`config.mk`:
```
export PLATFORM = sky130hd
export DESIGN_NAME = err_signal_ctrl
export DESIGN_NICKNAME = d
export VERILOG_FILES = /design/src/rtl/err_sig_pkg.sv /design/src/rtl/esc_classify.sv /design/src/rtl/esc_dev_gate.sv /design/src/rtl/esc_fwd.sv /design/src/rtl/err_signal_ctrl.sv
export SDC_FILE = /design/constraint.sdc
export NUM_CORES = 1
export LEC_CHECK = 0
export ABC_AREA = 0
export CELL_PAD_IN_SITES_DETAIL_PLACEMENT = 0
export CELL_PAD_IN_SITES_GLOBAL_PLACEMENT = 1
export CORE_ASPECT_RATIO = 0.6
export CORE_MARGIN = 3
export CORE_UTILIZATION = 43
export DETAILED_ROUTE_END_ITERATION = 10
export DONT_BUFFER_PORTS = 1
export GPL_ROUTABILITY_DRIVEN = 0
export GPL_TIMING_DRIVEN = 0
export PLACE_DENSITY_LB_ADDON = 0.1
export REMOVE_ABC_BUFFERS = 1
export SLEW_MARGIN = 20
export SYNTH_ARGS = -nofsm -noshare
export SYNTH_HDL_FRONTEND = slang
export SYNTH_SLANG_ARGS = --single-unit
```
`constraint.sdc`:
```
create_clock -name clk -period 2 [get_ports clk]
set_input_delay 0.2 -clock clk [delete_from_list [all_inputs] [get_ports clk]]
set_output_delay 0.2 -clock clk [all_outputs]
set_load 0.05 [all_outputs]
```
`src/rtl/err_sig_pkg.sv`:
```
package err_sig_pkg;

  typedef enum logic [1:0] {
    SEV_COR      = 2'd0,
    SEV_NONFATAL = 2'd1,
    SEV_FATAL    = 2'd2
  } sev_e;

  // uncorrectable bit positions
  localparam int UNC_DLP    = 4;
  localparam int UNC_SDN    = 5;
  localparam int UNC_POISON = 12;
  localparam int UNC_FCP    = 13;
  localparam int UNC_CTO    = 14;
  localparam int UNC_CA     = 15;
  localparam int UNC_UC     = 16;
  localparam int UNC_RXO    = 17;
  localparam int UNC_MALF   = 18;
  localparam int UNC_ECRC   = 19;
  localparam int UNC_UR     = 20;
  localparam int UNC_ACS    = 21;
  localparam int UNC_INT    = 22;
  localparam int UNC_MCB    = 23;
  localparam int UNC_ATOP   = 24;
  localparam int UNC_PFX    = 25;

  // correctable bit positions
  localparam int COR_RXE  = 0;
  localparam int COR_BTLP = 6;
  localparam int COR_BDLL = 7;
  localparam int COR_RRO  = 8;
  localparam int COR_RTO  = 12;
  localparam int COR_ADV  = 13;
  localparam int COR_INT  = 14;
  localparam int COR_HLO  = 15;

  localparam logic [31:0] UNC_SUP_MASK =
    (32'd1 << UNC_DLP) | (32'd1 << UNC_SDN) | (32'd1 << UNC_POISON) |
    (32'd1 << UNC_FCP) | (32'd1 << UNC_CTO) | (32'd1 << UNC_CA) |
    (32'd1 << UNC_UC)  | (32'd1 << UNC_RXO) | (32'd1 << UNC_MALF) |
    (32'd1 << UNC_ECRC) | (32'd1 << UNC_UR) | (32'd1 << UNC_ACS) |
    (32'd1 << UNC_INT) | (32'd1 << UNC_MCB) | (32'd1 << UNC_ATOP) |
    (32'd1 << UNC_PFX);

  localparam logic [31:0] COR_SUP_MASK =
    (32'd1 << COR_RXE) | (32'd1 << COR_BTLP) | (32'd1 << COR_BDLL) |
    (32'd1 << COR_RRO) | (32'd1 << COR_RTO) | (32'd1 << COR_ADV) |
    (32'd1 << COR_INT) | (32'd1 << COR_HLO);

  localparam logic [31:0] DEF_FATAL_MASK =
    (32'd1 << UNC_DLP) | (32'd1 << UNC_SDN) | (32'd1 << UNC_FCP) |
    (32'd1 << UNC_RXO) | (32'd1 << UNC_MALF) | (32'd1 << UNC_INT);

  localparam int DSTS_W   = 4;
  localparam int DSTS_COR = 0;
  localparam int DSTS_NF  = 1;
  localparam int DSTS_FAT = 2;
  localparam int DSTS_UR  = 3;

endpackage

```
`src/rtl/esc_classify.sv`:
```
module esc_classify
  import err_sig_pkg::*;
#(
  parameter int STS_W = 32
) (
  input  logic [STS_W-1:0] status,
  input  logic             is_cor,
  input  logic             maybe_adv,
  input  logic             cap_present,
  input  logic [STS_W-1:0] unc_sev,
  output logic             ok,
  output logic [STS_W-1:0] bit_oh,
  output logic             fatal,
  output logic             advisory,
  output logic             is_ur
);

  localparam logic [STS_W-1:0] UNC_SUP = STS_W'(UNC_SUP_MASK);
  localparam logic [STS_W-1:0] COR_SUP = STS_W'(COR_SUP_MASK);
  localparam logic [STS_W-1:0] DEF_FAT = STS_W'(DEF_FATAL_MASK);

  logic [STS_W-1:0] sup;
  logic [STS_W-1:0] sev_src;

  always_comb begin
    sup      = is_cor ? COR_SUP : UNC_SUP;
    bit_oh   = status & sup;
    ok       = (bit_oh != '0) && ((bit_oh & (bit_oh - 1'b1)) == '0);
    sev_src  = cap_present ? unc_sev : DEF_FAT;
    fatal    = !is_cor && ((bit_oh & sev_src) != '0);
    advisory = !is_cor && !fatal && maybe_adv;
    is_ur    = !is_cor && bit_oh[UNC_UR];
  end

endmodule

```
`src/rtl/esc_dev_gate.sv`:
```
module esc_dev_gate
  import err_sig_pkg::*;
#(
  parameter int STS_W = 32
) (
  input  logic              ok,
  input  logic [STS_W-1:0]  bit_oh,
  input  logic              is_cor,
  input  logic              fatal,
  input  logic              advisory,
  input  logic              is_ur,
  input  logic              cap_present,
  input  logic [STS_W-1:0]  cor_mask,
  input  logic [STS_W-1:0]  unc_mask,
  input  logic              cor_en,
  input  logic              nf_en,
  input  logic              fat_en,
  input  logic              ur_en,
  input  logic              serr_en,
  output logic [STS_W-1:0]  cor_set,
  output logic [STS_W-1:0]  unc_set,
  output logic [DSTS_W-1:0] dsts_set,
  output logic              log_req,
  output logic              msg_req,
  output sev_e              msg_sev
);

  localparam logic [STS_W-1:0] ADV_BIT = STS_W'(32'd1 << COR_ADV);

  logic [STS_W-1:0] cbit;
  logic             stop;

  always_comb begin
    cor_set  = '0;
    unc_set  = '0;
    dsts_set = '0;
    log_req  = 1'b0;
    msg_req  = 1'b0;
    msg_sev  = SEV_COR;
    stop     = 1'b0;
    cbit     = is_cor ? bit_oh : ADV_BIT;
    if (ok) begin
      if (is_cor || advisory) begin
        dsts_set[DSTS_COR] = 1'b1;
        dsts_set[DSTS_UR]  = is_ur;
        if (cap_present) begin
          cor_set = cbit;
          if ((cbit & cor_mask) != '0) begin
            stop = 1'b1;
          end else if (advisory) begin
            log_req = ((bit_oh & unc_mask) == '0);
            unc_set = bit_oh;
          end
        end
        if (!stop && !(is_ur && !ur_en) && cor_en) begin
          msg_req = 1'b1;
          msg_sev = SEV_COR;
        end
      end else begin
        dsts_set[DSTS_FAT] = fatal;
        dsts_set[DSTS_NF]  = !fatal;
        dsts_set[DSTS_UR]  = is_ur;
        if (cap_present) begin
          unc_set = bit_oh;
          if ((bit_oh & unc_mask) != '0) stop = 1'b1;
          else                           log_req = 1'b1;
        end
        if (!stop && !(is_ur && !ur_en && !serr_en)) begin
          if (fatal && (serr_en || fat_en)) begin
            msg_req = 1'b1;
            msg_sev = SEV_FATAL;
          end else if (!fatal && (serr_en || nf_en)) begin
            msg_req = 1'b1;
            msg_sev = SEV_NONFATAL;
          end
        end
      end
    end
  end

endmodule

```
`src/rtl/esc_fwd.sv`:
```
module esc_fwd
  import err_sig_pkg::*;
(
  input  logic msg_req,
  input  sev_e msg_sev,
  input  logic is_bridge,
  input  logic br_serr_en,
  input  logic serr_en,
  input  logic cor_en,
  input  logic nf_en,
  input  logic fat_en,
  output logic rcv_set,
  output logic sig_set,
  output logic fwd
);

  logic uncor;
  logic pass_br;
  logic sev_en;

  always_comb begin
    uncor   = (msg_sev != SEV_COR);
    pass_br = !is_bridge || br_serr_en;
    rcv_set = msg_req && is_bridge && uncor;
    sig_set = msg_req && pass_br && uncor && serr_en;
    unique case (msg_sev)
      SEV_FATAL:    sev_en = fat_en;
      SEV_NONFATAL: sev_en = nf_en;
      default:      sev_en = cor_en;
    endcase
    fwd = sig_set && sev_en;
  end

endmodule

```
`src/rtl/err_signal_ctrl.sv`:
```
module err_signal_ctrl
  import err_sig_pkg::*;
#(
  parameter int STS_W = 32,
  parameter int SRC_W = 16
) (
  input  logic              clk,
  input  logic              rst_n,
  input  logic              inj_valid,
  output logic              inj_ready,
  input  logic [STS_W-1:0]  inj_status,
  input  logic              inj_is_cor,
  input  logic              inj_maybe_adv,
  input  logic [SRC_W-1:0]  inj_src,
  input  logic              cap_present,
  input  logic [STS_W-1:0]  cfg_unc_mask,
  input  logic [STS_W-1:0]  cfg_unc_sev,
  input  logic [STS_W-1:0]  cfg_cor_mask,
  input  logic              cfg_cor_rep_en,
  input  logic              cfg_nf_rep_en,
  input  logic              cfg_fat_rep_en,
  input  logic              cfg_ur_rep_en,
  input  logic              cfg_serr_en,
  input  logic              port_is_bridge,
  input  logic              cfg_br_serr_en,
  output logic [DSTS_W-1:0] dev_sts,
  output logic [STS_W-1:0]  cor_sts,
  output logic [STS_W-1:0]  unc_sts,
  output logic              sig_serr,
  output logic              rcv_serr,
  output logic              log_pulse,
  output logic              msg_valid,
  input  logic              msg_ready,
  output logic [1:0]        msg_sev,
  output logic [SRC_W-1:0]  msg_src,
  output logic              msg_fwd
);

  typedef enum logic {S_IDLE = 1'b0, S_HOLD = 1'b1} st_e;

  st_e              state_q, state_d;
  logic             accept;
  logic             c_ok, c_fatal, c_adv, c_ur;
  logic [STS_W-1:0] c_bit;
  logic [STS_W-1:0] g_cor_set, g_unc_set;
  logic [DSTS_W-1:0] g_dsts_set;
  logic             g_log, g_msg;
  sev_e             g_sev;
  logic             f_rcv, f_sig, f_fwd;

  logic [DSTS_W-1:0] dsts_q, dsts_d;
  logic [STS_W-1:0]  cor_q, cor_d, unc_q, unc_d;
  logic              sig_q, sig_d, rcv_q, rcv_d, log_q, log_d;
  sev_e              sev_q, sev_d;
  logic [SRC_W-1:0]  src_q, src_d;
  logic              fwd_q, fwd_d;

  esc_classify #(.STS_W(STS_W)) u_cls (
    .status      (inj_status),
    .is_cor      (inj_is_cor),
    .maybe_adv   (inj_maybe_adv),
    .cap_present (cap_present),
    .unc_sev     (cfg_unc_sev),
    .ok          (c_ok),
    .bit_oh      (c_bit),
    .fatal       (c_fatal),
    .advisory    (c_adv),
    .is_ur       (c_ur)
  );

  esc_dev_gate #(.STS_W(STS_W)) u_gate (
    .ok          (c_ok),
    .bit_oh      (c_bit),
    .is_cor      (inj_is_cor),
    .fatal       (c_fatal),
    .advisory    (c_adv),
    .is_ur       (c_ur),
    .cap_present (cap_present),
    .cor_mask    (cfg_cor_mask),
    .unc_mask    (cfg_unc_mask),
    .cor_en      (cfg_cor_rep_en),
    .nf_en       (cfg_nf_rep_en),
    .fat_en      (cfg_fat_rep_en),
    .ur_en       (cfg_ur_rep_en),
    .serr_en     (cfg_serr_en),
    .cor_set     (g_cor_set),
    .unc_set     (g_unc_set),
    .dsts_set    (g_dsts_set),
    .log_req     (g_log),
    .msg_req     (g_msg),
    .msg_sev     (g_sev)
  );

  esc_fwd u_fwd (
    .msg_req    (g_msg),
    .msg_sev    (g_sev),
    .is_bridge  (port_is_bridge),
    .br_serr_en (cfg_br_serr_en),
    .serr_en    (cfg_serr_en),
    .cor_en     (cfg_cor_rep_en),
    .nf_en      (cfg_nf_rep_en),
    .fat_en     (cfg_fat_rep_en),
    .rcv_set    (f_rcv),
    .sig_set    (f_sig),
    .fwd        (f_fwd)
  );

  assign accept = inj_valid && (state_q == S_IDLE);

  // next-state logic
  always_comb begin
    state_d = state_q;
    dsts_d  = dsts_q;
    cor_d   = cor_q;
    unc_d   = unc_q;
    sig_d   = sig_q;
    rcv_d   = rcv_q;
    sev_d   = sev_q;
    src_d   = src_q;
    fwd_d   = fwd_q;
    log_d   = accept && g_log;
    if (accept) begin
      dsts_d = dsts_q | g_dsts_set;
      cor_d  = cor_q | g_cor_set;
      unc_d  = unc_q | g_unc_set;
      sig_d  = sig_q | f_sig;
      rcv_d  = rcv_q | f_rcv;
      if (g_msg) begin
        state_d = S_HOLD;
        sev_d   = g_sev;
        src_d   = inj_src;
        fwd_d   = f_fwd;
      end
    end else if (state_q == S_HOLD && msg_ready) begin
      state_d = S_IDLE;
    end
  end

  // registers
  always_ff @(posedge clk or negedge rst_n) begin
    if (!rst_n) begin
      state_q <= S_IDLE;
      dsts_q  <= '0;
      cor_q   <= '0;
      unc_q   <= '0;
      sig_q   <= 1'b0;
      rcv_q   <= 1'b0;
      log_q   <= 1'b0;
      sev_q   <= SEV_COR;
      src_q   <= '0;
      fwd_q   <= 1'b0;
    end else begin
      state_q <= state_d;
      log_q   <= log_d;
      if (accept) begin
        dsts_q <= dsts_d;
        cor_q  <= cor_d;
        unc_q  <= unc_d;
        sig_q  <= sig_d;
        rcv_q  <= rcv_d;
        sev_q  <= sev_d;
        src_q  <= src_d;
        fwd_q  <= fwd_d;
      end
    end
  end

  assign inj_ready = (state_q == S_IDLE);
  assign msg_valid = (state_q == S_HOLD);
  assign msg_sev   = sev_q;
  assign msg_src   = src_q;
  assign msg_fwd   = fwd_q;
  assign dev_sts   = dsts_q;
  assign cor_sts   = cor_q;
  assign unc_sts   = unc_q;
  assign sig_serr  = sig_q;
  assign rcv_serr  = rcv_q;
  assign log_pulse = log_q;

endmodule

```
* Word level (Yosys, flattened, before mapping)
Index checks and enable logic that the tools add are counted.
** Cells by class
- Add/sub/neg operators :: 1
- Bitwise logic cells :: 11
- Reduce and logical (&&, ||, !) cells :: 44
- Equality and inequality tests :: 3
- Mux-type cells :: 45
** Operator list (count)
- 32-bit 2-to-1 mux :: 11
- 32-bit AND :: 5
- 32-bit nonzero test :: 4
- 32-bit zero test :: 2
- 32-bit bitwise OR :: 2
- 32-bit by 1-bit subtractor with 32-bit output (second input constant) :: 1
- 1-bit 2-to-1 mux :: 26
- 26-bit 2-to-1 mux :: 1
- 1-bit logical AND :: 21
- 2-bit 2-to-1 mux :: 5
- 1-bit zero test :: 9
- 1-bit logical OR :: 4
- 4-bit 2-to-1 mux :: 1
- 4-bit bitwise OR :: 1
- 2-bit AND reduction :: 2
- 2-bit nonzero test :: 2
- 2-bit by 1-bit equality test with 1-bit output (second input constant) :: 1
- 2-bit equality test (second input constant) :: 1
- 2-bit by 1-bit != test with 1-bit output (second input constant) :: 1
- 1-bit bitwise OR :: 2
- 1-bit one-hot mux with 2 select lines :: 1
- 1-bit NOT :: 1
** Storage, ports and cells
- Register bits after elaboration :: 91
- Bits of input ports :: 158
- Output and inout bits :: 92

* Logic depth before layout (Yosys ltp)
Gate-level depths: netlist of the first run.
- Depth after elaboration :: 21
- Mapped depth :: 14

* Modules after synthesis
Synthesis of the first run repeated with hierarchy kept, for this count alone.
** Unflattened totals
- Cell total of the unflattened synthesis :: 450
- Area total of the unflattened synthesis :: 5087.4 um^2
** By module, submodules not included
- err_signal_ctrl :: times used 1, sequential area each 2277.2 um^2, area an instance 3244.4 um^2, cells each 195
- esc_dev_gate :: times used 1, sequential area each 0.0 um^2, area an instance 1077.3 um^2, cells each 145
- esc_classify :: times used 1, sequential area each 0.0 um^2, area an instance 665.6 um^2, cells each 98
- esc_fwd :: times used 1, sequential area each 0.0 um^2, area an instance 100.1 um^2, cells each 12

* Worst setup path after synthesis of the first run
OpenSTA, ideal clock, no wires.
- Kind :: input -> register
- Start point :: input port inj_status[18]
- End point :: register unc_q[14] (netlist: unc_sts[14])
- Slack :: -0.655 ns
- Data required time :: 1.934 ns
- Arrival time :: 2.590 ns
- Buffers on the path :: 2
- Cell stages on the path :: 9
- Path through :: buf_4 -> or4_1 -> a211o_1 -> a221oi_2 -> o2111ai_1 -> or3_4 -> a211oi_4 -> buf_6 -> a21o_1
** On the way
- Word-level cells in the longest chain between the ends :: 13
- Elaborated cells on any way between the ends :: 22
** Ends and longest elaborated chain
- start, declared :: RTL line err_signal_ctrl.sv:11 : input logic [STS_W-1:0] inj_status,
- 32-bit AND (*) :: RTL line esc_classify.sv:27 : bit_oh = status & sup;
- branches (longest 10 deep; another with 32-bit by 1-bit subtractor with 32-bit output)
- 32-bit 2-to-1 mux (*) :: RTL line esc_dev_gate.sv:42 : if (ok) begin
- 32-bit bitwise OR (*) :: RTL line err_signal_ctrl.sv:125 : unc_d = unc_q | g_unc_set;
- end signal, assigned :: RTL line err_signal_ctrl.sv:158 : unc_q <= unc_d;
- end, declared :: RTL line err_signal_ctrl.sv:52 : logic [STS_W-1:0] cor_q, cor_d, unc_q, unc_d;
Every way passes the cells marked *.
A chain may end at the register's enable or synchronous reset.

* Worst setup path in the final report of the first run
- Start point :: input port inj_status[20]
- End point :: register unc_q[20] (netlist: unc_sts[20])
Same word-level chain as after synthesis.

==> results by group, run 1 <==
Logic synthesis
  – Complex-gate fraction of the synthesized area: 23.7%
  – YS warnings: 0
  – Cells after Synth: 321
  – Synth Register Bits: 67
  – Ranking of synthesized cells by area: dfrtp_1 (49%), mux2_2 (5.6%), buf_4 (5.5%)
  – Mean post-synth cell area: 10.6 um^2
  – Dominant synthesized flop cell: dfrtp_1
  – Cell Area, Synth: 0.00342 mm^2
  – Largest family of logic cells by synthesized area: compound AO/OA/AOI/OAI gates
  – EDFF count, synth: 0
  – Distinct cells, synth: 59
  – Cell taking the most area after synthesis: dfrtp_1
  – Synth Area in XOR/XNOR: 0%
  – Adder-Cell Fraction of Synth Area: 1.03%
  – Share of the synthesized area in the top cell type: 49.1%
  – Sequential element share of the synthesized area: 49.1%
  – Post-synth ARST share: 100%
  – Multiplexer share of the synthesized area: 6.48%
  – Post-synthesis simple-gate area fraction: 8.42%

Power
  – P_leak: 2.19 nW
  – Cell area power density: 782 mW/mm^2
  – Peak supply drop: 472 uV

Worst setup path
  – Crit-path leading delay family: compound AO/OA/AOI/OAI gates
  – Kind of end point of the critical path: flop
  – Worst Path Required: 2.27 ns
  – Max incr delay on CP: 0.51 ns
  – Crit path buf inv count: 2
  – CP Launch Type: input pin
  – Critical path peak fanout: 9
  – CP Class: input pin to flop
  – CP max stage cell: or4_4
  – CP arrival: 2.62 ns
  – Worst-path cell chain: or4_4, a211o_1, a221oi_4, o2111ai_2, or3_4, a211oi_4, buf_6, buf_12, a31o_2

Routing
  – Routed len/inst: 23.6 um
  – Drt pass-1 iters: 4
  – Final wirelength: 10,500 um
  – Via count: 2,614
  – Vias per cell: 5.87
  – Final ANT Viol Nets: 0
  – DRC errors left: 0
  – Initial DRC Count: 177

Worst hold path
  – Min-Delay Path Class: input pin to flop

Global route
  – First-pass GRT wire length: 14,800 um
  – Vias in the first global route: 2,572
  – Total GRT Usage: 22.2%
  – Initial antenna violation count: 0
  – GRT Residual Overflow: 0
  – Largest net degree at the start of global routing: 68

Timing
  – RSZ-0062 raised after global routing: yes
  – Final setup margin: -0.346 ns
  – Clk_skew: 0.00659 ns
  – Worst-Margin Slew: 0.655 ns
  – Final hold viol count: 0
  – Setup violators final: 47
  – Slew Limit Headroom: 56.4%
  – Max Freq: 0.426 GHz
  – Max Slew Vio Count: 0
  – Min cycle time layout: 2.35 ns
  – Setup TNS: -12.55 ns
  – Final period utilization: 117%

Floorplan
  – Die width: 121 um
  – Starting Density: 45.7%
  – Die H: 75.0 um
  – Die Area: 0.00908 mm^2
  – Core area: 0.00748 mm^2
  – IO Count: 250
  – Rows: 24

Clock network
  – CTS tree: done
  – H-tree depth: 3
  – Clock Tree Root: clkbuf_16
  – Clk_lat worst skew: 0.33 ns
  – CTS Buf Count: 9
  – Maximum buffer depth of the clock tree: 2
  – Clock transition at path regs: 0.06 ns
  – Clk sinks: 67

Status
  – Run status: complete, but fails checks
  – Failing checks: setup timing

Flow run
  – Max Cap Viol: 0

Layout
  – Diode count: 0
  – Layout cells sized above 1: 28.2%
  – Finished Cell Area: 0.00433 mm^2
  – FILL cells: 607
  – Final #Nets: 496
  – Area grow syn2layout: 26.8%
  – Layout Utilization: 57.9%

Placed design
  – Placed cell area: 0.00331 mm^2
  – Pre-CTS setup slack: -1.25 ns
  – DPL Wire Length: 7180 um
  – Buffers on Ports: 0
## logic make-up (layout without fill, tap and decap cells)
kind of cell / count (synthesis) / count (layout)
other: 1 / 24
multiplexers: 20 / 20
adder cells (fa/ha/maj): 3 / 3
AND/OR/NAND/NOR: 52 / 52
AO/OA/AOI/OAI: 108 / 108
flip-flops: 67 / 67
buffers and inverters: 70 / 67
## worst paths after layout
kind,startpoint,end,slack [ns],depth (start not counted)
min in group asynchronous,rst_n,unc_sts[4],0.45,2
worst max register to register,msg_valid,unc_sts[20],-0.10,7
worst min register to register,cor_sts[18],cor_sts[18],0.69,0
worst min-delay path,inj_src[10],msg_src[10],0.02,1
worst max-delay path,inj_status[20],unc_sts[20],-0.35,9
max in group asynchronous,rst_n,msg_valid,1.23,2
## worst register-to-register path, cell delays in order (launching register included)
cell and delay (ns):
dfrtp_2 0.53, clkinvlp_4 0.30, o2111ai_2 0.20, or3_4 0.40, a211oi_4 0.17, buf_6 0.16, buf_12 0.13, a31o_2 0.15
## stage by stage
stage               power [mW]  hold slack, ns  std cells
floorplan                 1.66         -0.0956        285
global placement          1.70         -0.0937        389
detailed placement        1.70         -0.0937        390
CTS                       3.41         0.00941        440
global route              3.52         0.00473        445
finish                    3.39          0.0207        445
## timing repair
action                     in CTS  in global routing
cloned                          1                  1
hold endpoints to repair       91                  0
setup endpoints to repair      51                 50
gates resized for setup        27                 37
hold buffers                   23                  0
buffers inserted               10                  4
pin swaps                      18                 27
## registers in the layout, indices dropped and copies added, names as in the netlist
signal / count
sig_serr: 1
cor_sts: 20
msg_src: 16
rcv_serr: 1
msg_valid: 1
unc_sts: 20
msg_fwd: 1
log_pulse: 1
dev_sts: 4
msg_sev: 2
## layout make-up
| cell class | instances | area (um^2) | share of cell area [%] |
|---|---|---|---|
| multi-input combinational | 207 | 1720 | 39.7 |
| sequential | 67 | 1680 | 38.7 |
| timing repair buffer | 40 | 453 | 10.5 |
| clock buffer | 9 | 225 | 5.20 |
| tap | 104 | 130 | 3.00 |
| clock inverter | 7 | 80.1 | 1.85 |
| inverter | 11 | 45.0 | 1.04 |
## cell usage in the layout (no fill, tap or decap), types with 2 or more instances in the layout
master         count
nand2_1           10
o21bai_1           2
a211oi_2           2
a41o_1             2
clkinvlp_4         2
a31o_2             3
nor3_1             4
buf_6              6
dfrtp_1           66
a22oi_1           18
a21o_1            20
a21o_2             2
nor2_2             2
ha_4               2
a211oi_1           2
dlygate4sd3_1     22
nand2b_1           2
a32o_1             2
inv_6              3
inv_1              8
clkbuf_16         11
and3_1             2
mux2i_1            3
a31oi_4            2
o22ai_1            2
mux2_2             4
o21a_1             2
a21oi_1           10
conb_1            24
o21ai_0           10
nor4_1             2
nor2_1             6
a222oi_1           2
mux2_4            13
o211ai_1           4
buf_4              7
nand3_1            6
a21o_4             3
inv_2              2
## power breakdown
part | internal (mW) | leakage (nW) | switching (mW) | total (mW)
registers | 1.37 | 0.913 | 0.0625 | 1.43
logic | 0.122 | 1.13 | 0.230 | 0.352
clock network | 0.984 | 0.149 | 0.620 | 1.60
## metal layers
metal  vias to the layer above  wire length, um  global-route usage (%)
li1                       1158                -                       -
met1                      1287             4710                    31.6
met2                       159             4310                    29.6
met3                        10             1410                    11.2
met4                         0               78                    6.41
met5                         -                0                       0
## synthesized netlist by cell type (all sizes together) (3+ instances only)
library cell / n
mux2: 17
nor3: 6
inv: 11
a22oi: 19
a211oi: 5
nand3: 7
nor4: 3
buf: 32
a31o: 3
mux2i: 3
and3: 4
clkbuf: 27
o21ai: 13
a31oi: 3
dfrtp: 67
a21oi: 10
a21o: 25
o211ai: 4
nand2: 10
nor2: 9
o21bai: 3
Note: power is estimated with default switching activity, not from simulation.
==> run 2: changes to the inputs <==
- CORE_UTILIZATION: 43 -> 44
==> run 2 against run 1 <==
Effect of this change: via count is 0.96% lower; register-to-register slack better by 0.05 ns; power is 0.66% higher; worst hold slack worse by 0.0066 ns; final area is 0.78% lower; count of clock-buffer cells in the layout stayed put; die area is 2.1% lower; sequential share of layout area is 0.30 points higher; sequential power hardly changed; the flow still finishes with violations (setup timing); clock skew is 0.0013 ns lower; largest cell class is now registers; clock power hardly changed; combinational power is 1% higher.
==> results by group, run 2 (synthesis results as in run 1) <==
Timing
  – Max Slew Vio Count: 0
  – RSZ-0062 raised after global routing: yes
  – Setup violators final: 46
  – Max Freq: 0.442 GHz
  – Clk_skew: 0.00530 ns
  – Min cycle time layout: 2.26 ns
  – Slew Limit Headroom: 53.7%
  – Final hold viol count: 0
  – Final setup margin: -0.261 ns
  – Worst-Margin Slew: 0.684 ns
  – Final period utilization: 113%

Layout
  – Area grow syn2layout: 25.8%
  – Commonest non-fill, non-tap cell in the layout: dfrtp_1
  – Multi-input logic area: 0.00167 mm^2
  – Layout cells sized above 1: 25.9%
  – Finished Cell Area: 0.00430 mm^2
  – Final #Nets: 499
  – Area occupied by registers: 0.00168 mm^2
  – Most frequent cells in the layout: dfrtp_1 (66), dlygate4sd3_1 (27), conb_1 (24)
  – FILL cells: 624
  – Diode count: 0

Worst setup path
  – Critical path peak fanout: 16
  – Kind of end point of the critical path: flop
  – Worst R2R Start: msg_valid
  – Worst Path Required: 2.28 ns
  – FF-to-FF setup slack: -0.05 ns
  – Worst reg2reg endpoint: unc_sts[20]
  – Worst R2R Path Depth: 6
  – CP arrival: 2.54 ns
  – CP Class: input pin to flop
  – CP Launch Type: input pin

Floorplan
  – Die H: 74.3 um
  – Starting Density: 46.2%
  – IO Count: 250
  – Rows: 24
  – Die Area: 0.00889 mm^2
  – Core area: 0.00739 mm^2
  – Die width: 120 um

Power
  – P_int: 2.48 mW
  – Clock Power Share: 47.6%
  – Switching pwr: 0.926 mW
  – Cell area power density: 793 mW/mm^2
  – Flop pwr share: 42.0%
  – Comb pwr share: 10.4%
  – P_leak: 2.19 nW
  – Peak supply drop: 463 uV
  – Switching Fraction: 27.2%
  – Power Total: 3.41 mW

Routing
  – Routed len/inst: 22.8 um
  – Drt pass-1 iters: 4
  – Final ANT Viol Nets: 0
  – Final wirelength: 10,200 um
  – DRC errors left: 0
  – Initial DRC Count: 165
  – Via count: 2,589
  – Vias per cell: 5.78

Placed design
  – Buffers on Ports: 0
  – Placed cell area: 0.00331 mm^2
  – DPL Wire Length: 7060 um

Clock network
  – Maximum buffer depth of the clock tree: 2
  – CTS tree: done
  – Clk sinks: 67
  – CTS Buf Count: 9
  – Clock Tree Root: clkbuf_16
  – H-tree depth: 3
  – Clk_lat worst skew: 0.34 ns
  – Clock transition at path regs: 0.06 ns

Flow run
  – Max Cap Viol: 0

Global route
  – Vias in the first global route: 2,562
  – Initial antenna violation count: 0
  – First-pass GRT wire length: 14,800 um
  – Total GRT Usage: 22.4%
  – Largest net degree at the start of global routing: 68
  – GRT Residual Overflow: 0

Worst hold path
  – Cell depth of the worst hold path: 1
  – Min-Delay Path Class: input pin to flop
  – Worst hold start: inj_src[13]
  – Hold endpoint: msg_src[13]

Status
  – Run status: complete, but fails checks
  – Failing checks: setup timing
-- run 2: cell count changes in the layout (fill, tap and decap cells not counted), sizes merged --
cell         change
inv              +1
dlygate4sd3      +5
buf              -1
clkbuf           -1
clkinvlp         -1
-- run 2: how the worst max path moves through the flow --
stage                        endpoint            start  slack [ns]  cells after the start
final                     unc_sts[20]   inj_status[16]       -0.26                      8
after global routing       msg_src[4]  cfg_unc_sev[19]       -0.34                      9
after CTS                     msg_fwd   inj_status[16]       -0.28                     11
after detailed placement    log_pulse   inj_status[12]       -1.28                      7
after global placement     msg_src[0]  cfg_unc_sev[19]       -1.91                      7
after floorplan            msg_src[0]  cfg_unc_sev[19]       -0.93                      7
-- run 2: final cells by class --
type | count | area share [%]
clock buffer | 9 | 5.24
multi-input combinational | 207 | 38.9
inverter | 11 | 1.05
sequential | 67 | 39.0
clock inverter | 7 | 1.89
timing repair buffer | 43 | 10.9
tap | 104 | 3.03
-- run 2: power groups by stage --
| stage | clock network, mW | logic [mW] | registers, mW |
|---|---|---|---|
| floorplan | 0 | 0.212 | 1.45 |
| global placement | 0 | 0.242 | 1.46 |
| detailed placement | 0 | 0.243 | 1.46 |
| CTS | 1.66 | 0.332 | 1.43 |
| global route | 1.73 | 0.384 | 1.43 |
| finish | 1.62 | 0.356 | 1.43 |
-- run 2: routing by layer --
layer,GRT usage (%),share of wire (%),up-vias
met5,0,0,-
met4,5.33,0.73,0
met3,12.3,14,7
met2,29.5,41,156
met1,31.8,44,1260
li1,-,-,1166
-- run 2: what timing repair did --
item                                   in CTS  in global routing
hold buffers                               23                  5
pin swaps                                  19                 18
resized for setup                          27                 25
setup endpoints to repair                  51                 51
buffers inserted                           10                  3
endpoints found under the hold margin      91                  5
cloned                                      0                  1
-- run 2: metrics by stage --
step           std cells  setup slack [ns]  setup TNS (ns)  utilization, %  hold WS [ns]
6_report             448            -0.261           -8.34            58.2        0.0141
5_1_grt              448            -0.343          -12.74            58.2    -0.0000174
4_1_cts              439            -0.279           -8.51            55.3       0.00378
3_5_place_dp         390             -1.28          -49.67            44.8       -0.0946
3_3_place_gp         389             -1.91          -68.29            44.5       -0.0944
2_1_floorplan        285            -0.935          -31.22               -       -0.0956
-- run 2: critical path, cell delays in order --
cell and delay (ns):
or4_4 0.50, a211o_1 0.30, a221oi_4 0.37, o2111ai_2 0.18, or3_4 0.40, a211oi_4 0.23, buf_12 0.18, a31o_2 0.15
